<file path="src/rtl/tick_div_pkg.sv">
package tick_div_pkg;

    typedef enum logic [1:0] {
        ST_OFF  = 2'd0,
        ST_RUN  = 2'd1,
        ST_FIRE = 2'd2
    } tick_state_e;

endpackage

</file>
<file path="src/rtl/rate_code_decode.sv">
module rate_code_decode #(
    parameter int CODE_W    = 4,
    parameter int SH_W      = 4,
    parameter int REMAP_MAX = 2,
    parameter int REMAP_ADD = 7
) (
    input  logic [CODE_W-1:0] code,
    output logic              code_nz,
    output logic [SH_W-1:0]   shift
);

    logic [CODE_W-1:0] eff_code;

    always_comb begin
        code_nz = (code != '0);
        if (code <= CODE_W'(REMAP_MAX)) begin
            eff_code = code + CODE_W'(REMAP_ADD);
        end else begin
            eff_code = code;
        end
        shift = SH_W'(eff_code) - SH_W'(1);
    end

endmodule

</file>
<file path="src/rtl/base_enable_counter.sv">
module base_enable_counter #(
    parameter int CNT_W = 15,
    parameter int SH_W  = 4
) (
    input  logic            clk,
    input  logic            rst_n,
    input  logic            base_en,
    input  logic [SH_W-1:0] shift,
    output logic            boundary
);

    logic [CNT_W-1:0] cnt_q;
    logic [CNT_W-1:0] cnt_inc;
    logic [CNT_W-1:0] low_mask;

    assign cnt_inc = cnt_q + 1'b1;

    generate
        for (genvar i = 0; i < CNT_W; i++) begin : g_mask
            assign low_mask[i] = (shift > SH_W'(i));
        end
    endgenerate

    assign boundary = ((cnt_inc & low_mask) == '0);

    always_ff @(posedge clk) begin
        if (!rst_n) begin
            cnt_q <= '0;
        end else if (base_en) begin
            cnt_q <= cnt_inc;
        end
    end

endmodule

</file>
<file path="src/rtl/tick_fsm.sv">
module tick_fsm
    import tick_div_pkg::*;
(
    input  logic clk,
    input  logic rst_n,
    input  logic base_en,
    input  logic boundary,
    input  logic active,
    input  logic irq_en,
    input  logic sqw_en,
    output logic flag_set,
    output logic irq_set,
    output logic sqw_out
);

    tick_state_e state_q;
    tick_state_e state_d;
    logic        irq_sel_q;
    logic        sqw_sel_q;

    always_comb begin
        state_d = state_q;
        unique case (state_q)
            ST_OFF: begin
                if (!active)                   state_d = ST_OFF;
                else if (base_en && boundary)  state_d = ST_FIRE;
                else                           state_d = ST_RUN;
            end
            ST_RUN: begin
                if (!active)                   state_d = ST_OFF;
                else if (base_en && boundary)  state_d = ST_FIRE;
                else                           state_d = ST_RUN;
            end
            ST_FIRE: begin
                if (!active)                   state_d = ST_OFF;
                else if (base_en && boundary)  state_d = ST_FIRE;
                else                           state_d = ST_RUN;
            end
            default:                           state_d = ST_OFF;
        endcase
    end

    always_ff @(posedge clk) begin
        if (!rst_n) begin
            state_q <= ST_OFF;
        end else begin
            state_q <= state_d;
        end
    end

    always_ff @(posedge clk) begin
        if (!rst_n) begin
            irq_sel_q <= 1'b0;
            sqw_sel_q <= 1'b0;
        end else if (state_d == ST_FIRE) begin
            irq_sel_q <= irq_en;
            sqw_sel_q <= sqw_en;
        end
    end

    assign flag_set = (state_q == ST_FIRE);
    assign irq_set  = (state_q == ST_FIRE) && irq_sel_q;
    assign sqw_out  = (state_q == ST_FIRE) && sqw_sel_q;

endmodule

</file>
<file path="src/rtl/periodic_tick_divider.sv">
module periodic_tick_divider #(
    parameter int CNT_W     = 15,
    parameter int CODE_W    = 4,
    parameter int REMAP_MAX = 2,
    parameter int REMAP_ADD = 7
) (
    input  logic              clk,
    input  logic              rst_n,
    input  logic              base_en,
    input  logic [CODE_W-1:0] rate_sel,
    input  logic              per_irq_en,
    input  logic              pulse_en,
    output logic              per_flag_set,
    output logic              irq_flag_set,
    output logic              sqw_pulse
);

    localparam int SH_W = $clog2(CNT_W + 1);

    logic            code_nz;
    logic [SH_W-1:0] shift;
    logic            boundary;
    logic            active;

    rate_code_decode #(
        .CODE_W    (CODE_W),
        .SH_W      (SH_W),
        .REMAP_MAX (REMAP_MAX),
        .REMAP_ADD (REMAP_ADD)
    ) u_decode (
        .code    (rate_sel),
        .code_nz (code_nz),
        .shift   (shift)
    );

    base_enable_counter #(
        .CNT_W (CNT_W),
        .SH_W  (SH_W)
    ) u_count (
        .clk      (clk),
        .rst_n    (rst_n),
        .base_en  (base_en),
        .shift    (shift),
        .boundary (boundary)
    );

    assign active = code_nz && (per_irq_en || pulse_en);

    tick_fsm u_fsm (
        .clk      (clk),
        .rst_n    (rst_n),
        .base_en  (base_en),
        .boundary (boundary),
        .active   (active),
        .irq_en   (per_irq_en),
        .sqw_en   (pulse_en),
        .flag_set (per_flag_set),
        .irq_set  (irq_flag_set),
        .sqw_out  (sqw_pulse)
    );

endmodule

</file>
<file path="config.mk">
export PLATFORM = sky130hd
export DESIGN_NAME = periodic_tick_divider
export DESIGN_NICKNAME = d
export VERILOG_FILES = /design/src/rtl/tick_div_pkg.sv /design/src/rtl/rate_code_decode.sv /design/src/rtl/base_enable_counter.sv /design/src/rtl/tick_fsm.sv /design/src/rtl/periodic_tick_divider.sv
export SDC_FILE = /design/constraint.sdc
export NUM_CORES = 1
export LEC_CHECK = 0
export BUFFER_PORTS_ARGS = -buffer_cell sky130_fd_sc_hd__buf_4
export CORE_ASPECT_RATIO = 1.1
export CORE_MARGIN = 4
export CORE_UTILIZATION = 61
export DETAILED_ROUTE_END_ITERATION = 8
export GPL_TIMING_DRIVEN = 0
export PLACE_DENSITY = 0.91
export SETUP_SLACK_MARGIN = 0.5
export SLEW_MARGIN = 5
export SYNTH_ARGS = -nofsm -noshare
export SYNTH_HDL_FRONTEND = slang
export SYNTH_SLANG_ARGS = --single-unit
</file>
<file path="constraint.sdc">
create_clock -name clk -period 4.4 [get_ports clk]
set_input_delay 1.32 -clock clk [delete_from_list [all_inputs] [get_ports clk]]
set_output_delay 1.32 -clock clk [all_outputs]
set_load 0.01 [all_outputs]
</file>
==> flow_summary.toml <==
[synthesis]
synth_cell_types = 41
synth_area_leader_cell = "dfxtp_1"
syn_area_um2 = 1450
syn-num-nets = 195
ys_seq_area_share_pct = 26.23
synthCells = 180
synthFlopType = "dfxtp_1"
async_flop_share_pct = 0
ys_seq_elements = 19
yosysWarnings = 0
post_synth.cell_area_avg_um2 = 8.056
synth_area_leaders = "dfxtp_1, xor2_1, xnor2_1"
yosys.area.top_type_share_pct = 26.23
synth_edf_count = 0

[sta]
setup_viol = 0
fin_setup_tns_ns = 0
hold_viol = 0
rsz0062_at_grt = "no"
slew_violations = 0
slew_headroom_pct = 66.37
fmax_mhz = 278.8
skew_ns = 0.004194
finalCritPeriodShare_pct = 81.52
whs_ns = 0.4650
worstMarginPinSlew_ns = 0.4991
finalCriticalPeriod_ns = 3.587

[clock_tree]
cts_tree = "done"
root_buffer = "clkbuf_4"
clock_path_buffers = 2
clk_latency_ns = 0.30
path_clk_slew_ns = 0.11
ctsResizeCount = 0
htreeDepth = 1
cts.sinks = 19
cts-hold-fix-buffers = 0
cts_setup_buffers = 0
cts-buffers-inserted = 3

[die]
start_util_pct = 64.39
die_w_um = 54.49
die_y_um = 59.14
rows = 18
dieArea_um2 = 3222
core_area_um2 = 2252
num_io_pins = 12

[run_status]
status = "finished, final reports clean"

[placed_design]
dp.cells = 220
routabilityCongestion = 0.9074
port-buffer-count = 10
dp_hpwl_um = 2305
post_dp_cell_area_um2 = 1563

[pwr]
p_per_area_nw_per_um2 = 207.0
leakage_nw = 0.6334
max-vdd-ir-drop_mv = 0.1877

[routing]
route.met3.wl_um = 86
drt_wl_total_um = 2970
drc = 0
routed_via_density = 5.741
drt_iter0_drc = 44
wl_met1_um = 1302
num_vias = 1286
post_drt_wl_per_cell_um = 13.26
drt_pass1_iterations = 4
met2_length_um = 1531
ant_nets = 0
highest_layer = "met4"

[worst_setup_path]
cp.required_ns = 4.60
worst-setup-path-type = "in -> reg"
end_kind = "flop"
crit_fanout = 5
worstPathArrival_ns = 3.79
startpoint_type = "input port"

[final_layout]
utilization_pct = 70.56
design_area_um2 = 1589
area_growth_pct = 9.577
nets = 210
drive_gt1_share_pct = 12.89
num_antenna_cells = 0
final-instance-count-excl-fill = 224

[global_routing]
gr-usage-all-layers_pct = 21.14
antenna_found_initial = 0
gr-total-overflow = 0
grt_max_degree = 11
first_global_vias = 1203
grt_pass1_wl_um = 5154

[worst_hold_path]
min_path_type = "reg -> reg"

[job]
cap_violations = 0
[placed cells by master (no fill, tap or decap), types with 3 or more instances in the layout]
master / n
clkbuf_4: 3
nor2_1: 6
xor2_1: 14
nand2_1: 24
nor4_1: 4
and2_1: 11
nand3_1: 6
nor3_1: 3
mux2i_1: 4
dfxtp_1: 19
o21ai_0: 6
a31oi_1: 4
inv_1: 8
xnor2_1: 12
buf_4: 12
clkbuf_1: 4
nor2b_1: 7
ha_1: 6
nand4_1: 6
[critical path, stage by stage]
cell and delay (ns):
buf_4 0.12, inv_1 0.10, ha_1 0.21, nand2b_1 0.18, nand2_1 0.08, xnor2_1 0.37, ha_1 0.35, a32oi_1 0.20
a31oi_1 0.13, or4_1 0.56, nor2b_1 0.17
[power breakdown]
group	internal (W)	total, W	switching, W
sequential	0.000176	0.000181	0.00000472
clock	0.0000354	0.0000908	0.0000554
combinational	0.0000242	0.0000574	0.0000333
[final cells by class]
class / instances / area, um^2
Sequential cell: 19 / 380.4
Multi-Input combinational cell: 143 / 977.2
Tap cell: 30 / 37.54
Buffer: 10 / 62.56
Inverter: 8 / 30.03
Fill cell: 188 / 663.1
Timing Repair Buffer: 10 / 75.07
Clock buffer: 4 / 26.28
[metrics by stage]
step                setup WS [ns]  power [W]
floorplan                  0.9954  0.0002224
global placement           0.6796  0.0002375
detailed placement         0.5377  0.0002410
CTS                        0.8632  0.0003319
global route               0.7274  0.0003477
finish                     0.8130  0.0003290
[synth_stat cells, drive strengths merged (4+ instances only)]
cell   number
xnor2      12
inv         8
a31oi       4
nor2b       7
nand2      24
mux2i       4
nor3        5
o21ai       6
nor2        8
nand3       8
buf         7
xor2       14
nor4        4
nand4       6
and2       11
dfxtp      19
ha          6
[layer usage]
metal	global-route usage (%)	vias to the layer above
li1	-	653
met5	0	-
met3	2.519	8
met2	36.41	36
met4	7.117	0
met1	26.63	589
[kinds of logic (layout without fill, tap and decap cells)]
group / count (synthesis) / count (layout) / synth area share [%]
and+or+nand+nor: 82 / 82 / 31.92
adders and majority gates: 6 / 6 / 5.177
AOI/OAI and AO/OA: 25 / 25 / 11.82
muxes: 4 / 4 / 2.761
buffers and inverters: 18 / 32 / 6.384
xor gates and xnor gates: 26 / 26 / 15.70
DFF: 19 / 19 / 26.23
[state kept, by name, indices dropped and copies added (netlist names)]
| name | cells |
|---|---|
| u_count.cnt_q | 15 |
| u_fsm.irq_sel_q | 1 |
| u_fsm.sqw_sel_q | 1 |
| u_fsm.state_q | 2 |
[path summary, 6_finish.rpt]
kind | from | endpoint | slack (ns) | cells after the start
setup / recovery | rate_sel[0] | u_fsm.state_q[0] | 0.81 | 11
hold / removal | u_fsm.irq_sel_q | u_fsm.irq_sel_q | 0.46 | 2
setup reg to reg | u_count.cnt_q[0] | u_fsm.state_q[0] | 1.70 | 9
hold reg to reg | u_fsm.irq_sel_q | u_fsm.irq_sel_q | 0.46 | 2
(Power assumes the default switching activity.)
